<file path="src/rtl/sf_buf_pkg.sv">
package sf_buf_pkg;

  function automatic bit is_pow2(input int v);
    return (v > 0) && ((v & (v - 1)) == 0);
  endfunction

endpackage

</file>
<file path="src/rtl/sf_id_tracker.sv">
module sf_id_tracker #(
  parameter int NUM_SEG = 8,
  localparam int SEG_W = $clog2(NUM_SEG),
  localparam int ID_W  = SEG_W + 1
) (
  input  logic            clk,
  input  logic            rst_n,
  input  logic            req_issue,
  input  logic            wr_done,
  input  logic            rd_done,
  output logic [ID_W-1:0] req_id,
  output logic [ID_W-1:0] wr_id,
  output logic [ID_W-1:0] rd_id,
  output logic            req_permit,
  output logic            bursts_ready,
  output logic            wr_pending
);

  logic [ID_W-1:0] req_id_n, wr_id_n, rd_id_n;
  logic            full;

  // Full: same slot index, opposite wrap bit. Counted against drained bursts.
  assign full         = (req_id[ID_W-1] != rd_id[ID_W-1]) &&
                        (req_id[SEG_W-1:0] == rd_id[SEG_W-1:0]);
  assign req_permit   = !full;
  assign bursts_ready = (wr_id != rd_id);
  assign wr_pending   = (wr_id != req_id);

  always_comb begin
    req_id_n = req_id;
    wr_id_n  = wr_id;
    rd_id_n  = rd_id;
    if (req_issue && req_permit) req_id_n = req_id + 1'b1;
    if (wr_done)                 wr_id_n  = wr_id + 1'b1;
    if (rd_done)                 rd_id_n  = rd_id + 1'b1;
  end

  always_ff @(posedge clk or negedge rst_n) begin
    if (!rst_n) begin
      req_id <= '0;
      wr_id  <= '0;
      rd_id  <= '0;
    end else begin
      req_id <= req_id_n;
      wr_id  <= wr_id_n;
      rd_id  <= rd_id_n;
    end
  end

  // never more bursts reserved than slots exist
  a_r2_occupancy: assert property (@(posedge clk) disable iff (!rst_n)
    ID_W'(req_id - rd_id) <= ID_W'(NUM_SEG));

  // the readable-burst count only moves after a completed write
  a_r5_id_needs_last: assert property (@(posedge clk) disable iff (!rst_n)
    (wr_id != $past(wr_id)) |-> $past(wr_done));

endmodule

</file>
<file path="src/rtl/sf_wr_ctrl.sv">
module sf_wr_ctrl #(
  parameter int SEG_DEPTH = 16,
  localparam int BEAT_W = $clog2(SEG_DEPTH)
) (
  input  logic              clk,
  input  logic              rst_n,
  input  logic              beat_valid,
  input  logic              beat_last,
  input  logic              wr_pending,
  output logic [BEAT_W-1:0] wr_beat,
  output logic              wr_done
);

  logic [BEAT_W-1:0] wr_beat_n;

  assign wr_done = beat_valid && beat_last;

  always_comb begin
    wr_beat_n = wr_beat;
    if (beat_valid) begin
      if (beat_last) wr_beat_n = '0;
      else           wr_beat_n = wr_beat + 1'b1;
    end
  end

  always_ff @(posedge clk or negedge rst_n) begin
    if (!rst_n) wr_beat <= '0;
    else        wr_beat <= wr_beat_n;
  end

  // beats only arrive for a burst that has been requested
  a_r4_beat_has_req: assert property (@(posedge clk) disable iff (!rst_n)
    beat_valid |-> wr_pending);

  // a burst may not run past the slot depth
  a_r9_burst_fits: assert property (@(posedge clk) disable iff (!rst_n)
    (beat_valid && (wr_beat == BEAT_W'(SEG_DEPTH - 1))) |-> beat_last);

endmodule

</file>
<file path="src/rtl/sf_seg_mem.sv">
module sf_seg_mem #(
  parameter int DATA_W    = 32,
  parameter int NUM_SEG   = 8,
  parameter int SEG_DEPTH = 16,
  localparam int SEG_W  = $clog2(NUM_SEG),
  localparam int BEAT_W = $clog2(SEG_DEPTH),
  localparam int WORDS  = NUM_SEG * SEG_DEPTH
) (
  input  logic              clk,
  input  logic              rst_n,
  input  logic              we,
  input  logic [SEG_W-1:0]  w_seg,
  input  logic [BEAT_W-1:0] w_beat,
  input  logic [DATA_W-1:0] w_data,
  input  logic              len_we,
  input  logic [SEG_W-1:0]  r_seg,
  input  logic [BEAT_W-1:0] r_beat,
  output logic [DATA_W-1:0] r_data,
  output logic [BEAT_W-1:0] r_len
);

  logic [DATA_W-1:0] mem [WORDS];
  logic [BEAT_W-1:0] seg_len [NUM_SEG];

  // Data words carry no reset; they are read only after being written.
  always_ff @(posedge clk) begin
    if (we) mem[{w_seg, w_beat}] <= w_data;
  end

  // Final-beat index per slot, written with the last beat of a burst.
  generate
    for (genvar g = 0; g < NUM_SEG; g++) begin : g_len
      always_ff @(posedge clk or negedge rst_n) begin
        if (!rst_n)                                 seg_len[g] <= '0;
        else if (len_we && (w_seg == SEG_W'(g)))    seg_len[g] <= w_beat;
      end
    end
  endgenerate

  assign r_data = mem[{r_seg, r_beat}];
  assign r_len  = seg_len[r_seg];

endmodule

</file>
<file path="src/rtl/sf_rd_ctrl.sv">
module sf_rd_ctrl #(
  parameter int SEG_DEPTH = 16,
  localparam int BEAT_W = $clog2(SEG_DEPTH)
) (
  input  logic              clk,
  input  logic              rst_n,
  input  logic              bursts_ready,
  input  logic              dst_ready,
  input  logic [BEAT_W-1:0] r_len,
  output logic [BEAT_W-1:0] rd_beat,
  output logic              dst_valid,
  output logic              dst_last,
  output logic              rd_done
);

  logic [BEAT_W-1:0] rd_beat_n;
  logic              take;

  assign dst_valid = bursts_ready;
  assign dst_last  = bursts_ready && (rd_beat == r_len);
  assign take      = dst_valid && dst_ready;
  assign rd_done   = take && dst_last;

  always_comb begin
    rd_beat_n = rd_beat;
    if (take) begin
      if (dst_last) rd_beat_n = '0;
      else          rd_beat_n = rd_beat + 1'b1;
    end
  end

  always_ff @(posedge clk or negedge rst_n) begin
    if (!rst_n) rd_beat <= '0;
    else        rd_beat <= rd_beat_n;
  end

  // the deepest beat of a slot is always the final one
  a_r6_full_seg_last: assert property (@(posedge clk) disable iff (!rst_n)
    (dst_valid && (rd_beat == BEAT_W'(SEG_DEPTH - 1))) |-> dst_last);

endmodule

</file>
<file path="src/rtl/burst_sf_buf.sv">
module burst_sf_buf
  import sf_buf_pkg::*;
#(
  parameter int DATA_W    = 32,
  parameter int NUM_SEG   = 8,
  parameter int SEG_DEPTH = 16,
  localparam int SEG_W  = $clog2(NUM_SEG),
  localparam int BEAT_W = $clog2(SEG_DEPTH),
  localparam int ID_W   = SEG_W + 1
) (
  input  logic              clk,
  input  logic              rst_n,
  input  logic              src_req_issue,
  output logic              src_req_permit,
  output logic [ID_W-1:0]   src_req_id,
  input  logic              src_beat_valid,
  input  logic [DATA_W-1:0] src_beat_data,
  input  logic              src_beat_last,
  output logic [ID_W-1:0]   dst_req_id,
  output logic              dst_valid,
  input  logic              dst_ready,
  output logic [DATA_W-1:0] dst_data,
  output logic              dst_last
);

  initial begin
    if (!is_pow2(NUM_SEG) || NUM_SEG < 2 || NUM_SEG > 32)
      $error("NUM_SEG must be a power of two from 2 to 32");
    if (!is_pow2(SEG_DEPTH) || SEG_DEPTH < 2)
      $error("SEG_DEPTH must be a power of two of at least 2");
  end

  logic [ID_W-1:0]   wr_id, rd_id;
  logic              bursts_ready, wr_pending, wr_done, rd_done;
  logic [BEAT_W-1:0] wr_beat, rd_beat, r_len;

  sf_id_tracker #(.NUM_SEG(NUM_SEG)) u_ids (
    .clk          (clk),
    .rst_n        (rst_n),
    .req_issue    (src_req_issue),
    .wr_done      (wr_done),
    .rd_done      (rd_done),
    .req_id       (src_req_id),
    .wr_id        (wr_id),
    .rd_id        (rd_id),
    .req_permit   (src_req_permit),
    .bursts_ready (bursts_ready),
    .wr_pending   (wr_pending)
  );

  sf_wr_ctrl #(.SEG_DEPTH(SEG_DEPTH)) u_wr (
    .clk        (clk),
    .rst_n      (rst_n),
    .beat_valid (src_beat_valid),
    .beat_last  (src_beat_last),
    .wr_pending (wr_pending),
    .wr_beat    (wr_beat),
    .wr_done    (wr_done)
  );

  sf_seg_mem #(.DATA_W(DATA_W), .NUM_SEG(NUM_SEG), .SEG_DEPTH(SEG_DEPTH)) u_mem (
    .clk    (clk),
    .rst_n  (rst_n),
    .we     (src_beat_valid),
    .w_seg  (wr_id[SEG_W-1:0]),
    .w_beat (wr_beat),
    .w_data (src_beat_data),
    .len_we (wr_done),
    .r_seg  (rd_id[SEG_W-1:0]),
    .r_beat (rd_beat),
    .r_data (dst_data),
    .r_len  (r_len)
  );

  sf_rd_ctrl #(.SEG_DEPTH(SEG_DEPTH)) u_rd (
    .clk          (clk),
    .rst_n        (rst_n),
    .bursts_ready (bursts_ready),
    .dst_ready    (dst_ready),
    .r_len        (r_len),
    .rd_beat      (rd_beat),
    .dst_valid    (dst_valid),
    .dst_last     (dst_last),
    .rd_done      (rd_done)
  );

  assign dst_req_id = wr_id;

  // a stalled beat is held steady
  a_r7_hold_stall: assert property (@(posedge clk) disable iff (!rst_n)
    (dst_valid && !dst_ready) |=> (dst_valid && $stable(dst_data) && $stable(dst_last)));

endmodule

</file>
<file path="config.mk">
export PLATFORM = sky130hd
export DESIGN_NAME = burst_sf_buf
export DESIGN_NICKNAME = d
export VERILOG_FILES = /design/src/rtl/sf_buf_pkg.sv /design/src/rtl/sf_id_tracker.sv /design/src/rtl/sf_wr_ctrl.sv /design/src/rtl/sf_seg_mem.sv /design/src/rtl/sf_rd_ctrl.sv /design/src/rtl/burst_sf_buf.sv
export SDC_FILE = /design/constraint.sdc
export NUM_CORES = 2
export LEC_CHECK = 0
export CORE_MARGIN = 1.5
export CORE_UTILIZATION = 65
export DETAILED_ROUTE_END_ITERATION = 6
export PLACE_DENSITY = 0.77
export SETUP_SLACK_MARGIN = 0.02
export SLEW_MARGIN = 20
export SYNTH_ARGS = -nofsm -noshare
export SYNTH_HDL_FRONTEND = slang
export SYNTH_HIERARCHICAL = 1
export SYNTH_SLANG_ARGS = --single-unit
</file>
<file path="constraint.sdc">
create_clock -name clk -period 10.3 [get_ports clk]
set_input_delay 1.545 -clock clk [delete_from_list [all_inputs] [get_ports clk]]
set_output_delay 1.545 -clock clk [all_outputs]
set_load 0.005 [all_outputs]
</file>
* After elaboration in Yosys (flattened, before gate mapping)
Memories as Yosys holds them, arrays and structs flattened. Index checks and enable logic that the tools add are counted.
Storage, ports and cells: input bits 38, register bits after elaboration 52, memories 1, RAM bits 4096, word-level logic and storage cells 55
Operators by class: add/subtract/negate cells 5, $lt $le $gt $ge 1, reduce and logical (&&, ||, !) cells 16, equality and inequality tests 11, bitwise logic cells 1, multiplexer cells 7
Memory list:
- u_mem.mem | words 128, bits a word 32, rd ports 1, clocked after Yosys merged registers in 0, write ports 1, line sf_seg_mem.sv:22 | logic [DATA_W-1:0] mem [WORDS];
Operators with widths (count):
- $add A4 B1 Y4 const B | 5
- $mux W4 | 4
- $logic_and A1 B1 Y1 | 14
- $bmux W4 S3 | 1
- $eq A3 B3 Y1 const B | 4
- $eq A3 B2 Y1 const B | 2
- $eq A4 B4 Y1 | 1
- $ge A4 B4 Y1 const B | 1
- $ne A4 B4 Y1 | 1
- $not A3 Y4 | 1
- $eq A3 B1 Y1 const B | 1
- $eq A3 B3 Y1 | 1
- $logic_not A3 Y1 | 1
- $mux W1 | 2
- $logic_not A1 Y1 | 1
- $ne A1 B1 Y1 | 1

* Depth between registers and ports, before layout
word-level depth 7, depth in mapped cells 9

* By module
Netlist, hierarchy kept.
By module, submodules not included:
- sf_seg_mem | area an instance 157086.9 um^2, cells an instance 6052, times used 1
- sf_id_tracker | area an instance 628.1 um^2, cells an instance 51, times used 1
- sf_rd_ctrl | area an instance 317.8 um^2, cells an instance 31, times used 1
- sf_wr_ctrl | area an instance 211.5 um^2, cells an instance 20, times used 1

* Worst setup path after synthesis
No wires, ideal clock.
path type input-to-reg, start in src_beat_valid, end mem u_mem.mem[98][0], enable pin, setup slack 5515 ps, required time 9839 ps, stages 3, data arrival time 4324 ps, path through clkbuf_1 nand4_1 nor3_1
On the way: word-level cells in the longest chain between the ends 2
RTL lines:
- from (decl) | line burst_sf_buf.sv:16 | input logic src_beat_valid,
- $mux W1 | line sf_seg_mem.sv:27 | if (we) mem[{w_seg, w_beat}] <= w_data;
- $mux W1 (implied by the code) | line sf_seg_mem.sv:27
- to (decl) | line sf_seg_mem.sv:22
No other way between the ends.

* Worst setup path in the final report
start reg u_rd.rd_beat[0], end out dst_data[25]
On the way: word-level cells in the longest chain between the ends 1
RTL lines:
- from (decl) | line sf_rd_ctrl.sv:10 | output logic [BEAT_W-1:0] rd_beat,
- from (signal assigned) | line sf_rd_ctrl.sv:34 | else rd_beat <= rd_beat_n;
- $mem_v2 Z128 W32
- to (decl) | line burst_sf_buf.sv:22 | output logic [DATA_W-1:0] dst_data,
No other way between the ends.

==> metrics <==
Pins Over Slew Limit 0; crit end category output pin; Reg2Reg Depth 8; post_cts resized 0; Initial Util 65.6%; Critical R2R Launch u_ids/rd_id[0]; # clock sinks 4148; max layer used met5; crit-path max FO 48; Post-Syn Area per Cell 25.7 um2; syn_nets 6192; Internal 32.6 mW; Rel. slew slack 10.6%; Synth Warn # 6; Clock Skew 0.0455 ns; synthesized instance count 6149; Die Area 0.246 mm2; final hold violation count 0; P_leak 53.8 nW; Clock Power Share 31.0%; Net Sw Frac 29.4%; pre-CTS setup slack 3.77 ns; gr usage total 35.5%; met1 WL 141000 um; failing checks antenna rules; Die X 496 um; Util after Layout 73.4%; design area 0.177 mm2; DRT Pass-1 Iters 6; status complete, but fails checks; Fmax achieved 131 MHz; worst min-delay path class reg -> reg; Vias 75633; I/O pin cnt 81; Critical Path Source Type flop; DRC violations left 0; # setup viols final 0; CTS Hold Bufs 0; Core Footprint 0.241 mm2; met3 routed WL 59000 um; setup TNS 0 ns; Via density 7.54; Crit Path Class reg -> out; largest net degree at the start of global routing 158; P per Cell Area 261 mW/mm2; RSZ-0062 raised after global routing false; CTS H-tree depth 5; Sw Pwr 13.6 mW; Buffers on Ports 80; met2 wire length 207000 um; final setup margin 2.66 ns; Final Cycle Share 74.2%; total CTS buffers 402; Root Buffer clkbuf_16; Worst EP arrival 6.10 ns; Total Power 46.2 mW; GPL Wtd Cong 0.879; clk slew on worst S/H paths 0.06 ns; Sequential Power Share 41.6%; Layout area overhead 11.9%; vias in the first global route 77017; maximum vdd drop 0.000252 V; Post-Layout Cell Count 10027; detailed placement HPWL 200000 um; Post-DRT Antenna Nets 1; fraction of layout instances using a drive strength above 1 34.7%; critical path endpoint dst_data[25]; total gr overflow 0; CTS max path bufs 4; # Max-Cap Violations 0; Area after DPL 0.164 mm2; drt total wl 428000 um; Netlist Area Pre-Place 0.158 mm2; die height 496 um; clock insertion delay at the later pin of the skew report 1.02 ns; initial antenna violation count 37; setup bufs post-CTS 0; initial DRC count 13400; Final Hold Slack 0.507 ns; TritonCTS clock tree done; num rows 180; setup slack, reg-to-reg 5.83 ns; routed len/inst 42.6 um; Nets 6563; Critical Path Start u_rd/rd_beat[0]; Least-Margin Pin Slew 1.34 ns; r2r endpoint u_ids/rd_id[3]; Post-Place Cells 9300; Final Critical Period 7.64 ns; WP data required 8.76 ns; combinational share of power 27.4%; global-route wire length before repair 596000 um
how the worst min path moves through the flow:
| stage | startpoint | to | slack, ns | cells after the start |
|---|---|---|---|---|
| 3_5_place_dp | u_mem/seg_len[19] | u_mem/seg_len[19] | 0.49 | 1 |
| 6_report | u_mem/seg_len[5] | u_mem/seg_len[5] | 0.51 | 1 |
| 2_1_floorplan | u_mem/seg_len[4] | u_mem/seg_len[4] | 0.47 | 1 |
| 5_1_grt | u_mem/seg_len[5] | u_mem/seg_len[5] | 0.52 | 1 |
| 3_3_place_gp | u_mem/seg_len[5] | u_mem/seg_len[5] | 0.48 | 1 |
| 4_1_cts | u_mem/seg_len[5] | u_mem/seg_len[5] | 0.51 | 1 |
state kept, by name (all words and copies together) (netlist names):
signal,cells
u_wr/wr_beat,4
u_ids/rd_id,4
u_ids/wr_id,4
u_ids/req_id,4
u_mem/seg_len,32
u_rd/rd_beat,4
u_mem/mem,4096
layout by cell type, fill, tap and decap left out, types with 3 or more instances in the layout:
master              n
nand2b_1            3
nand4_1             8
dfrtp_1            44
inv_1               4
clkbuf_16         409
buf_6               4
nand3_1            12
nor3_2              9
clkinv_2           81
buf_4             219
clkinv_1           81
nor2_1              5
nand2_2             3
mux4_2           1352
ha_1                5
nor3_1              6
nor2b_1             8
xnor2_1            12
clkdlybuf4s50_1    47
clkbuf_8            7
xor2_1              7
nand2_1            17
clkbuf_1           80
and3_1              3
edfxtp_1         4096
nand4b_1            3
mux2_2             71
clkinvlp_4         13
nand3_2             4
bufinv_16          33
diode_2            20
buf_12             20
nor2_4            119
dfrtp_4             6
cell type report:
class                   instances  area, um2
clock buffers                 496      10600
clock inverters               210       1820
fillers                     11672      64300
multi-input cells            1671      33500
well taps                    3185       3990
flip-flops and latches       4148     124000
diodes                         20       50.0
repair buffers                292       2590
inverters                       5       18.8
worst max-delay path: stages, from the launching register on:
cell and delay [ns]:
dfrtp_4 1.10, buf_4 0.37, buf_4 0.74, mux4_2 0.63
mux4_2 0.57, mux4_2 0.69, mux2_2 0.37, clkdlybuf4s50_1 0.48
power by group through the flow:
stage | sequential (mW) | combinational, mW | clock, mW
6_report | 19.2 | 12.7 | 14.3
3_3_place_gp | 19.5 | 11.8 | 0
5_1_grt | 19.2 | 12.8 | 15.0
3_5_place_dp | 19.6 | 11.9 | 0
2_1_floorplan | 19.3 | 7.58 | 0
4_1_cts | 19.2 | 12.4 | 14.4
routing by layer:
metal,track usage (%),up-vias
li1,-,27688
met1,48.7,40163
met2,55.5,6690
met3,9.18,1080
met4,14.6,12
met5,0,-
Power figures use the tool's default switching activity.
